===== src/rtl/mp_reseed_pkg.sv =====
package mp_reseed_pkg;

   typedef enum logic [0:0] {
      GEN_IDLE  = 1'b0,
      GEN_SHIFT = 1'b1
   } gen_state_e;

   function automatic int unsigned cnt_width(input int unsigned len);
      int unsigned w;
      w = 1;
      while ((1 << w) <= len) w++;
      return w;
   endfunction

endpackage


===== src/rtl/mp_tap_rom.sv =====
module mp_tap_rom #(
   parameter int unsigned SEED_W = 4,
   parameter int unsigned SEL_W  = 4,
   parameter logic [(2**SEL_W)*SEED_W-1:0] TAP_TABLE = 64'h1DB75F39_1DB75F39
) (
   input  logic [SEL_W-1:0]  sel,
   output logic [SEED_W-1:0] mask
);
   localparam int unsigned NUM_POLY = 2 ** SEL_W;

   logic [SEED_W-1:0] entry [NUM_POLY];

   for (genvar i = 0; i < NUM_POLY; i++) begin : g_entry
      assign entry[i] = TAP_TABLE[i*SEED_W +: SEED_W];
      if (TAP_TABLE[i*SEED_W] != 1'b1) begin : g_bad_p0
         $error("tap table entry lacks the constant term");
      end
   end

   assign mask = entry[sel];

endmodule


===== src/rtl/mp_lfsr.sv =====
module mp_lfsr #(
   parameter int unsigned SEED_W = 4
) (
   input  logic              clk,
   input  logic              rst_n,
   input  logic              load,
   input  logic              step,
   input  logic [SEED_W-1:0] seed,
   input  logic [SEED_W-1:0] mask_in,
   output logic              out_bit
);
   logic [SEED_W-1:0] state_q;
   logic [SEED_W-1:0] mask_q;
   logic              fb;

   assign fb      = ^(state_q & mask_q);
   assign out_bit = state_q[0];

   always_ff @(posedge clk) begin
      if (!rst_n) begin
         state_q <= '0;
         mask_q  <= '0;
      end else if (load) begin
         state_q <= seed;
         mask_q  <= mask_in;
      end else if (step) begin
         state_q <= {fb, state_q[SEED_W-1:1]};
      end
   end

endmodule


===== src/rtl/mp_scan_shreg.sv =====
module mp_scan_shreg #(
   parameter int unsigned SCAN_LEN     = 16,
   parameter bit          FIRST_AT_MSB = 1'b1
) (
   input  logic                clk,
   input  logic                rst_n,
   input  logic                shift,
   input  logic                din,
   output logic [SCAN_LEN-1:0] dout
);
   logic [SCAN_LEN-1:0] reg_q;
   logic [SCAN_LEN-1:0] reg_d;

   if (FIRST_AT_MSB) begin : g_fill_lsb
      assign reg_d = {reg_q[SCAN_LEN-2:0], din};
   end else begin : g_fill_msb
      assign reg_d = {din, reg_q[SCAN_LEN-1:1]};
   end

   always_ff @(posedge clk) begin
      if (!rst_n)     reg_q <= '0;
      else if (shift) reg_q <= reg_d;
   end

   assign dout = reg_q;

endmodule


===== src/rtl/mp_gen_ctrl.sv =====
module mp_gen_ctrl
   import mp_reseed_pkg::*;
#(
   parameter int unsigned SCAN_LEN = 16
) (
   input  logic clk,
   input  logic rst_n,
   input  logic run_en,
   input  logic word_valid,
   output logic ready,
   output logic load,
   output logic step,
   output logic done
);
   localparam int unsigned CNT_W = cnt_width(SCAN_LEN);
   localparam logic [CNT_W-1:0] LAST = CNT_W'(SCAN_LEN - 1);

   gen_state_e       state_q;
   logic [CNT_W-1:0] cnt_q;
   logic             done_q;
   logic             last;

   assign ready = (state_q == GEN_IDLE) && run_en;
   assign load  = ready && word_valid;
   assign step  = (state_q == GEN_SHIFT);
   assign last  = step && (cnt_q == LAST);
   assign done  = done_q;

   always_ff @(posedge clk) begin
      if (!rst_n) begin
         state_q <= GEN_IDLE;
         cnt_q   <= '0;
         done_q  <= 1'b0;
      end else begin
         done_q <= last;
         if (load) begin
            state_q <= GEN_SHIFT;
            cnt_q   <= '0;
         end else if (last) begin
            state_q <= GEN_IDLE;
            cnt_q   <= '0;
         end else if (step) begin
            cnt_q <= cnt_q + 1'b1;
         end
      end
   end

endmodule


===== src/rtl/mp_reseed_gen.sv =====
module mp_reseed_gen #(
   parameter int unsigned SEED_W       = 4,
   parameter int unsigned SEL_W        = 4,
   parameter int unsigned SCAN_LEN     = 16,
   parameter bit          FIRST_AT_MSB = 1'b1,
   parameter logic [(2**SEL_W)*SEED_W-1:0] TAP_TABLE = 64'h1DB75F39_1DB75F39
) (
   input  logic                      clk,
   input  logic                      rst_n,
   input  logic                      run_en,
   input  logic                      word_valid,
   input  logic [SEL_W+SEED_W-1:0]   word_data,
   output logic                      word_ready,
   output logic                      scan_in,
   output logic                      scan_en,
   output logic                      pattern_done,
   output logic [SCAN_LEN-1:0]       scan_data
);
   localparam int unsigned WORD_W = SEL_W + SEED_W;

   if (SEED_W < 2)   begin : g_bad_seed $error("SEED_W must be at least 2");   end
   if (SEL_W < 1)    begin : g_bad_sel  $error("SEL_W must be at least 1");    end
   if (SCAN_LEN < 2) begin : g_bad_len  $error("SCAN_LEN must be at least 2"); end

   logic [SEL_W-1:0]  sel;
   logic [SEED_W-1:0] seed;
   logic [SEED_W-1:0] mask;
   logic              load;
   logic              step;
   logic              lfsr_bit;

   assign sel  = word_data[WORD_W-1:SEED_W];
   assign seed = word_data[SEED_W-1:0];

   mp_tap_rom #(
      .SEED_W   (SEED_W),
      .SEL_W    (SEL_W),
      .TAP_TABLE(TAP_TABLE)
   ) u_rom (
      .sel (sel),
      .mask(mask)
   );

   mp_gen_ctrl #(
      .SCAN_LEN(SCAN_LEN)
   ) u_ctrl (
      .clk       (clk),
      .rst_n     (rst_n),
      .run_en    (run_en),
      .word_valid(word_valid),
      .ready     (word_ready),
      .load      (load),
      .step      (step),
      .done      (pattern_done)
   );

   mp_lfsr #(
      .SEED_W(SEED_W)
   ) u_lfsr (
      .clk    (clk),
      .rst_n  (rst_n),
      .load   (load),
      .step   (step),
      .seed   (seed),
      .mask_in(mask),
      .out_bit(lfsr_bit)
   );

   mp_scan_shreg #(
      .SCAN_LEN    (SCAN_LEN),
      .FIRST_AT_MSB(FIRST_AT_MSB)
   ) u_shreg (
      .clk  (clk),
      .rst_n(rst_n),
      .shift(step),
      .din  (lfsr_bit),
      .dout (scan_data)
   );

   assign scan_en = step;
   assign scan_in = step & lfsr_bit;

endmodule


===== config.mk =====
export PLATFORM = sky130hd
export DESIGN_NAME = mp_reseed_gen
export DESIGN_NICKNAME = d
export VERILOG_FILES = /design/src/rtl/mp_reseed_pkg.sv /design/src/rtl/mp_tap_rom.sv /design/src/rtl/mp_lfsr.sv /design/src/rtl/mp_scan_shreg.sv /design/src/rtl/mp_gen_ctrl.sv /design/src/rtl/mp_reseed_gen.sv
export SDC_FILE = /design/constraint.sdc
export NUM_CORES = 1
export LEC_CHECK = 0
export BUFFER_PORTS_ARGS = -buffer_cell sky130_fd_sc_hd__clkbuf_2
export CORE_ASPECT_RATIO = 0.7
export CORE_MARGIN = 1.5
export CORE_UTILIZATION = 45
export CTS_CLUSTER_DIAMETER = 30
export DETAILED_ROUTE_END_ITERATION = 10
export MAX_ROUTING_LAYER = met4
export PLACE_DENSITY = 0.71
export REMOVE_ABC_BUFFERS = 1
export SLEW_MARGIN = 0
export SYNTH_ARGS = -nofsm -noshare
export SYNTH_HDL_FRONTEND = slang
export SYNTH_SLANG_ARGS = --single-unit

===== constraint.sdc =====
create_clock -name clk -period 1.2 [get_ports clk]
set_input_delay 0.18 -clock clk [delete_from_list [all_inputs] [get_ports clk]]
set_output_delay 0.18 -clock clk [all_outputs]
set_load 0.01 [all_outputs]

==> impl_results.md <==
- DIE AREA: 3540 sq um
- Synth Area in Simple Gates: 20.2%
- Post-synth EDFFs: 0
- Buf/Inv on CP: 0
- Maximum vdd drop: 0.000818 V
- GRT Util Overall: 17.8%
- Port Buffer Count: 30
- Flop2flop setup slack: -10 ps
- Synth Area in Adders: 3.49%
- Hold Violations, Final: 0
- Top delay family on crit path: flip-flops
- Mux cell area share after synthesis: a little over an eighth
- Final WS setup: -9.65 ps
- CTS tree: done
- Sequential Area: between 600 and 700 sq um
- Pwr Total: ~2.1 mW
- Ys Warns: 0
- Routed WL: 2700 um
- Fraction of registers with async set/reset: 0%
- Slew HR: ~81%
- First-pass GRT wire length: ~4700 um
- Synth top area share: 43.3%
- Status: complete, but fails checks
- # hold bufs at CTS: 0
- Hold Path Class: in2reg
- Final setup fails: 1
- Mapped Avg Cell Area: 10.3 sq um
- Starting Density: 49.4%
- Clk_skew: 6.38 ps
- Synth area leaders: dfxtp_1 43%, mux2i_1 13%, nor2b_1 7.4%, nand2_1 4.5%, ha_1 3.5%
- Die Y: between 50 and 60 um
- Layout cells sized above 1: 39.1%
- Met3 GRT Util: around 6.2%
- Synthesized flop and latch total: 31
- Hpwl dp: 1760 um
- RePlAce Congestion: 0.717
- Post-Synthesis Cell Area: ~1400 sq um
- Area growth syn-to-layout: 28.4%
- Post-route DRC: 0
- Met1 usage: 19.9%
- Distinct cells, synth: 34
- Core area: 2900 sq um
- Worst-margin pin slew: 287 ps
- Vias: 1025
- Post-synthesis compound-gate area fraction: a little under an eighth
- Worst EP arrival: 1410 ps
- Fmax: 827 MHz
- Std cell rows: 16
- LEAKAGE: 0.781 nW
- Clock slew at reported path FFs: 70 ps
- Maxcap violations: 0
- Fillers: 240
- Antenna cell count: 0
- Initial drt markers: 18
- Via density: 4.77
- Placement Setup Slack: -194 ps
- CP startpoint kind: flip-flop
- DP Area: approximately 1600 sq um
- Gr busiest metal: met2
- Antenna violations before repair: 0
- Fin crit share: 101%
- Vias in the first global route: 1048
- Number of CTS-inserted buffers: 5
- Min Hold Slack: 177 ps
- Slew Limit Fails: 0
- Post-synth top flop: dfxtp_1
- Drt pass-1 iters: 2
- Post-DRT Antenna Nets: 0
- Num ports: 32
- Avg WL per Cell: 12.6 um
- RSZ-0062 raised after global routing: yes
- Largest net degree at the start of global routing: 17
- CTS root buf: clkbuf_8
- Critical path, cell by cell: ha_4 -> and3_4 -> ha_4 -> nand2_4 -> nand3_4 -> a211oi_2
- Nets@finish: 194
- Post-Layout Cell Count: 215
- Finished Cell Area: 1840 sq um
- Met2 usage: slightly below 30%
- Period minus WS final: 1210 ps
- Combinational family with the most area after synthesis: simple AND/OR/NAND/NOR gates
- Gate Count Post-Synth: 139
- CTS max path bufs: 2
- Multi-input gate area: 791 sq um
- Worst setup EP type: flip-flop
- CP dominant cell by count: ha_4
- Sequential element share of the synthesized area: 43.3%
- Post-Synth XOR/XNOR Area: 3.05%
- Max stage delay cell, worst path: dfxtp_2
- Placed Instances: roughly 200
- H-tree levels: 2
- PwrDens: 1160 nW/um^2
- Clk sinks: 31
- Die extent in x: 70.5 um
- Crit path kind: reg2reg
- Cell taking the most area after synthesis: dfxtp_1
- Failing checks: setup timing
- Slowest stage delay, CP: 330 ps
- GRT overflow: 0
- Most frequent cells in the layout: 28 x clkbuf_2, 28 x dfxtp_1, 18 x mux2i_1, 17 x nor2b_1, 16 x nand2_1
- Maximum fanout along the worst path: 4
- Worst path required time: 1400 ps
- Clock Latency Late Sink: ~280 ps
where the power goes:
| part | switching (mW) | leakage [nW] | internal [mW] |
|---|---|---|---|
| sequential | 0.0203 | 0.253 | 1.06 |
| combinational | 0.125 | 0.487 | 0.152 |
| clock | 0.374 | 0.0412 | 0.404 |
| total | 0.520 | 0.781 | 1.61 |
cells by family (layout without fill, tap and decap cells):
group / after synthesis / in the layout
compound gates: 17 / 17
xor+xnor: 5 / 5
fa+ha+maj: 4 / 4
buf+inv: 11 / 51
flops: 31 / 31
mux: 19 / 19
simple gates: 52 / 52
flip-flops by register name, indices dropped and copies added, names as in the netlist:
| register | count |
|---|---|
| u_lfsr.state_q | 4 |
| u_lfsr.mask_q | 4 |
| u_ctrl.done | 1 |
| u_ctrl.cnt_q | 5 |
| u_ctrl.step | 1 |
| u_shreg.dout | 16 |
worst reg2reg max path, delay by kind of cell, from the launching register on:
kind,cells,cell delay (ps)
simple gates,3,330
compound gates,1,150
fa+ha+maj,2,320
flops,1,330
routing by layer:
layer | up-vias | part of all wire (%)
li1 | 538 | -
met1 | 459 | 48
met2 | 23 | 45
met3 | 5 | 5.7
met4 | 0 | 1.3
met5 | - | 0
per-stage QoR:
step           utilization (%)  setup TNS (ps)
2_1_floorplan                -          -19340
3_3_place_gp              55.9            -322
3_5_place_dp              55.9            -570
4_1_cts                   62.5           -15.5
5_1_grt                   63.4            -134
6_report                  63.4           -9.65
final timing paths:
path,to,depth (start not counted),start
max,u_ctrl.cnt_q[4],6,u_ctrl.cnt_q[0]
min,u_lfsr.state_q[1],3,word_data[1]
max reg2reg,u_ctrl.cnt_q[4],6,u_ctrl.cnt_q[0]
min reg2reg,u_lfsr.mask_q[3],2,u_lfsr.mask_q[3]
layout make-up:
class	instances	share of cell area (%)
inverters	3	0.611
repair buffers	40	15.4
flip-flops and latches	31	34.0
clock inverters	2	0.679
clock buffers	6	3.94
well taps	36	2.45
multi-input cells	97	42.9
synthesized netlist by cell type (2+ instances only):
| master | count |
|---|---|
| buf_4 | 2 |
| a2bb2oi_2 | 3 |
| xor2_1 | 2 |
| clkbuf_1 | 2 |
| a21oi_1 | 2 |
| and3_1 | 2 |
| xnor2_1 | 3 |
| a21boi_2 | 4 |
| dfxtp_1 | 31 |
| nand2_1 | 17 |
| ha_1 | 4 |
| a211oi_2 | 2 |
| o21a_1 | 2 |
| nor2_1 | 8 |
| nor2b_1 | 17 |
| mux2i_1 | 18 |
| inv_1 | 3 |
what timing repair did:
item	in CTS	in global routing
buffers inserted	3	1
setup endpoints to repair	7	9
pin swaps	3	2
gates resized for setup	12	7
cloned	1	0
Power figures use the tool's default switching activity.
